<file path="src/rtl/soft_trig_pkg.sv">
package soft_trig_pkg;
  localparam int          RATE_W      = 8;
  localparam int          OPC_W       = 8;
  localparam logic [7:0]  RATE_OPCODE = 8'h21;
  localparam int          BASE_STEPS  = 2;
  localparam int          STEPS_PER_S = 80;
  typedef logic [RATE_W-1:0] rate_t;
endpackage

</file>
<file path="src/rtl/soft_trig_cmd.sv">
module soft_trig_cmd
  import soft_trig_pkg::*;
#(
  parameter int CMD_W = 16
) (
  input  logic             clk,
  input  logic             rst_n,
  input  logic             cmd_valid,
  input  logic [CMD_W-1:0] cmd_data,
  output logic             cmd_ready,
  output rate_t            rate_pend
);
  localparam int OPC_LSB = CMD_W - OPC_W;

  logic rdy_q;
  logic take;
  logic opc_hit;

  assign cmd_ready = rdy_q;
  assign take      = cmd_valid && rdy_q;
  assign opc_hit   = (cmd_data[CMD_W-1:OPC_LSB] == RATE_OPCODE);

  always_ff @(posedge clk) begin
    if (!rst_n) begin
      rdy_q     <= 1'b0;
      rate_pend <= '0;
    end else begin
      rdy_q <= 1'b1;
      if (take && opc_hit) rate_pend <= cmd_data[RATE_W-1:0];
    end
  end

  AST_RATE_LOAD: assert property (@(posedge clk) disable iff (!rst_n)
    (cmd_valid && cmd_ready && cmd_data[CMD_W-1:OPC_LSB] == RATE_OPCODE)
      |=> (rate_pend == $past(cmd_data[RATE_W-1:0])));
  AST_FOREIGN_IGNORED: assert property (@(posedge clk) disable iff (!rst_n)
    (cmd_valid && cmd_data[CMD_W-1:OPC_LSB] != RATE_OPCODE) |=> $stable(rate_pend));
endmodule

</file>
<file path="src/rtl/soft_trig_prescale.sv">
module soft_trig_prescale #(
  parameter int STEP_CYC = 250000
) (
  input  logic clk,
  input  logic rst_n,
  input  logic run,
  output logic tick
);
  generate
    if (STEP_CYC <= 1) begin : g_direct
      assign tick = run;
    end else begin : g_count
      localparam int SW = $clog2(STEP_CYC);
      localparam logic [SW-1:0] LAST = SW'(STEP_CYC - 1);
      logic [SW-1:0] cnt;

      assign tick = run && (cnt == LAST);

      always_ff @(posedge clk) begin
        if (!rst_n || !run) cnt <= '0;
        else if (cnt == LAST) cnt <= '0;
        else cnt <= cnt + 1'b1;
      end

      AST_STEP_BOUND: assert property (@(posedge clk) disable iff (!rst_n)
        cnt <= LAST);
      AST_STEP_CLEAR: assert property (@(posedge clk) disable iff (!rst_n)
        !run |=> (cnt == '0));
    end
  endgenerate
endmodule

</file>
<file path="src/rtl/soft_trig_timer.sv">
module soft_trig_timer
  import soft_trig_pkg::*;
(
  input  logic  clk,
  input  logic  rst_n,
  input  logic  run,
  input  logic  tick,
  input  rate_t rate_pend,
  output logic  trig
);
  localparam int UW = RATE_W + 1;

  rate_t         cur_n;
  logic [UW-1:0] unit;
  logic [UW-1:0] last_unit;
  logic          wrap;

  assign last_unit = {1'b0, cur_n} + UW'(BASE_STEPS - 1);
  assign wrap      = tick && (unit == last_unit);

  always_ff @(posedge clk) begin
    if (!rst_n) begin
      unit  <= '0;
      cur_n <= '0;
      trig  <= 1'b0;
    end else if (!run) begin
      unit  <= '0;
      cur_n <= rate_pend;
      trig  <= 1'b0;
    end else if (wrap) begin
      unit  <= '0;
      cur_n <= rate_pend;
      trig  <= 1'b1;
    end else begin
      if (tick) unit <= unit + 1'b1;
      trig <= 1'b0;
    end
  end

  AST_UNIT_BOUND: assert property (@(posedge clk) disable iff (!rst_n)
    unit <= last_unit);
  AST_RATE_HELD: assert property (@(posedge clk) disable iff (!rst_n)
    (unit != '0) |-> $stable(cur_n));
  AST_QUIET_WHEN_OFF: assert property (@(posedge clk) disable iff (!rst_n)
    !run |=> !trig);
endmodule

</file>
<file path="src/rtl/soft_trig_gen.sv">
module soft_trig_gen
  import soft_trig_pkg::*;
#(
  parameter int CLK_HZ = 20_000_000,
  parameter int CMD_W  = 16
) (
  input  logic             clk,
  input  logic             rst_n,
  input  logic             run,
  input  logic             cmd_valid,
  output logic             cmd_ready,
  input  logic [CMD_W-1:0] cmd_data,
  output logic             trig
);
  localparam int STEP_CYC = CLK_HZ / STEPS_PER_S;

  rate_t rate_pend;
  logic  tick;

  soft_trig_cmd #(.CMD_W(CMD_W)) u_cmd (
    .clk       (clk),
    .rst_n     (rst_n),
    .cmd_valid (cmd_valid),
    .cmd_data  (cmd_data),
    .cmd_ready (cmd_ready),
    .rate_pend (rate_pend)
  );

  soft_trig_prescale #(.STEP_CYC(STEP_CYC)) u_pre (
    .clk   (clk),
    .rst_n (rst_n),
    .run   (run),
    .tick  (tick)
  );

  soft_trig_timer u_tmr (
    .clk       (clk),
    .rst_n     (rst_n),
    .run       (run),
    .tick      (tick),
    .rate_pend (rate_pend),
    .trig      (trig)
  );

  AST_SINGLE_PULSE: assert property (@(posedge clk) disable iff (!rst_n)
    trig |=> !trig);
  AST_ALWAYS_READY: assert property (@(posedge clk) disable iff (!rst_n)
    $past(rst_n) |-> cmd_ready);
endmodule

</file>
<file path="config.mk">
export PLATFORM = sky130hd
export DESIGN_NAME = soft_trig_gen
export DESIGN_NICKNAME = d
export VERILOG_FILES = /design/src/rtl/soft_trig_pkg.sv /design/src/rtl/soft_trig_cmd.sv /design/src/rtl/soft_trig_prescale.sv /design/src/rtl/soft_trig_timer.sv /design/src/rtl/soft_trig_gen.sv
export SDC_FILE = /design/constraint.sdc
export NUM_CORES = 1
export LEC_CHECK = 0
export BUFFER_PORTS_ARGS = -buffer_cell sky130_fd_sc_hd__buf_4
export CAP_MARGIN = 20
export CELL_PAD_IN_SITES_DETAIL_PLACEMENT = 1
export CELL_PAD_IN_SITES_GLOBAL_PLACEMENT = 1
export CORE_ASPECT_RATIO = 0.5
export CORE_MARGIN = 1.5
export CORE_UTILIZATION = 35
export CTS_CLUSTER_DIAMETER = 150
export DETAILED_ROUTE_END_ITERATION = 12
export PLACE_DENSITY = 0.7
export SYNTH_ARGS = -nofsm -noshare
export SYNTH_HDL_FRONTEND = slang
export SYNTH_HIERARCHICAL = 1
export SYNTH_SLANG_ARGS = --single-unit
</file>
<file path="constraint.sdc">
create_clock -name clk -period 4.1 [get_ports clk]
set_input_delay 0.205 -clock clk [delete_from_list [all_inputs] [get_ports clk]]
set_output_delay 0.205 -clock clk [all_outputs]
set_load 0.1 [all_outputs]
</file>
==> metrics.txt <==
Worst Hold Class=primary input to flip-flop; top cells by count, synth=dfxtp_1 (45), nor2_1 (36), nand2_1 (32), xnor2_1 (22), nand4_1 (17); most frequent CP cell=buf_4; final cycle utilization of the critical path=78.8%; synth unique cells=55; clk_lat worst skew=0.28 ns; FF+latch area=between 900 and 1000 um2; fmax=around 0.31 GHz; root buffer cell=clkbuf_16; Avg WL per Cell=approximately 15 um; Slew headroom=51.5%; Overflow after GRT=0; PD cells=between 300 and 400 nW/um2; count leader, synth=dfxtp_1; initial antenna violation count=0; multi-input logic area=1500 um2; startpoint types=flip-flop; Util after Layout=42.0%; HPWL after DPL=approximately 4300 um; Synth Register Bits=45; fillcell total=826; status=completed; Post-Route WL=~5900 um; Cell Count, Final, Fillers Out=402; CTS buffer count=5; Sequential Power Share=about 44%; Synth area leaders=dfxtp_1 (35%), xnor2_1 (7.5%), nor2_1 (5.2%); placed inst area=2710 um2; CP Data Required Time=4.26 ns; ANT nets after route=0; switch share=18.9%; pre-CTS WS=0.879 ns; final setup fails=0; final setup margin=0.869 ns; Via Count=about 2100; Design Power=0.992 mW; post-synth top area cell=dfxtp_1; area delta synth->final=12.6%; core area=6910 um2; clk sinks=between 40 and 50; Clk pwr share=51.6%; worst path buffer plus inverter count=2; H-tree levels=2; Net Count, Synth=319; Worst Path Max Fanout=17; fin crit period=3.23 ns; crit path cell chain=ha_1, nand4_4, or4b_4, nor4_1, buf_4, nand3_1, a2111oi_4, buf_4, a21o_1, nor2_2; TritonCTS clock tree=yes; Min Hold Slack=0.180 ns; sequential-to-total area share from yosys stat=34.9%; VDD IR max=about 0.00024 V; Boundary Pins=22; postcts setup bufs=0; Int Pwr=0.804 mW; CTS clk-pin slew, worst paths=~0.060 ns; CP max stage delay=~0.54 ns; DR iter-0 viols=approximately 110; global placement routability congestion=0.756; post-cts sizing count=0; Synth top area share=a little over a third; Crit Path Class=flip-flop to flip-flop; clock skew=0.00491 ns; Avg Cell Area, Syn=8.71 um2; total of max-cap violations=0; combinational group share of total power=4.0%; Port Buffers=21; layout cells sized above 1=19.0%; largest net degree at the start of global routing=45; RSZ-0062 raised after global routing=no; net switching power=0.188 mW; number of global-route vias before repair=2201; Vias/cell=5.34; endpoints failing hold=0; Post-Syn Area=2580 um2; Worst Max-Slew Pin Slew=between 0.7 and 0.8 ns; n_diodes=0; Yosys Warn Count=6; slowest cell on the critical path=or4b_4; Detailed Routing Iterations Pass 1=4; max-slew violations=0; Cells after Synth=296; nets=332; Cells after DPL=394; EDFF count, synth=0; crit path capture type=flip-flop; clock buffer depth=2; Synth Flop Type=dfxtp_1; first-pass GRT wire length=10600 um; CP Data Arrival Time=3.39 ns; Post-route DRC=0; All-Layer GR Usage=16.4%; CP top delay family=simple AND/OR/NAND/NOR gates; DIE AREA=7920 um2; Die W=between 100 and 150 um; die height=63.7 um; final instance area=2900 um2; Starting Density=between 30 and 40%; # rows=21; static leakage=0.962 nW; CTS Hold Buffers Added=0; ys async rst share=0%; Setup TNS=0 ns
registers in the layout, indices dropped and copies added (netlist names):
signal	flops
u_pre/g_count.cnt	18
u_tmr/unit	9
u_cmd/rate_pend	8
u_tmr/cur_n	8
u_cmd/cmd_ready	1
u_tmr/trig	1
worst paths after layout:
path,start,to,slack [ns],cells after the start
max,u_pre/g_count.cnt[0],u_tmr/unit[1],0.87,10
min,cmd_data[5],u_cmd/rate_pend[5],0.18,3
max reg2reg,u_pre/g_count.cnt[0],u_tmr/unit[1],0.87,10
min reg2reg,u_pre/g_count.cnt[0],u_pre/g_count.cnt[0],0.47,1
logic make-up after synthesis:
group,synth area share (%)
flip-flops,34.9
multiplexers,3.88
AND/OR/NAND/NOR,34.9
XOR/XNOR,9.85
buffers and inverters,6.99
adder cells (fa/ha/maj),1.46
AO/OA/AOI/OAI,7.96
layout make-up:
cell class	count	area share, %
Clock buffer	5	4.31
Sequential cell	45	31.0
Tap cell	92	3.97
Timing Repair Buffer	23	5.95
Clock inverter	3	2.24
Inverter	7	0.905
Multi-Input combinational cell	227	51.6
metal layers:
layer  share of wire, %  GRT usage [%]
met3                2.5           3.65
met2                 48           28.4
met4               0.92           4.02
met5                  0              0
met1                 48           20.8
power by group through the flow:
stage               clock network (mW)  logic (mW)  registers, mW
global placement                     0      0.0390          0.450
floorplan                            0      0.0236          0.453
detailed placement                   0      0.0399          0.450
finish                           0.512      0.0395          0.440
global route                     0.554      0.0434          0.440
CTS                              0.526      0.0401          0.440
tightest hold or removal path: stages:
cell,delay (ns)
buf_4,0.11
nand2_1,0.05
mux2i_1,0.05
cell usage in the layout, fill, tap and decap left out, types with 3 or more instances in the layout:
cell and n:
inv_1 6, or2_2 7, mux2i_1 10, nand3_1 15, nor2_1 36, nor2_2 9, xor2_1 7, nand4b_1 7
nand4_1 17, nand3b_1 9, nor3_1 4, o211ai_1 3, xnor2_1 22, dfxtp_1 45, clkbuf_16 5, nand2_1 32
a21oi_1 4, ha_1 3, buf_4 23, nor4_1 8
No activity file was read; power rests on OpenSTA's default activity.
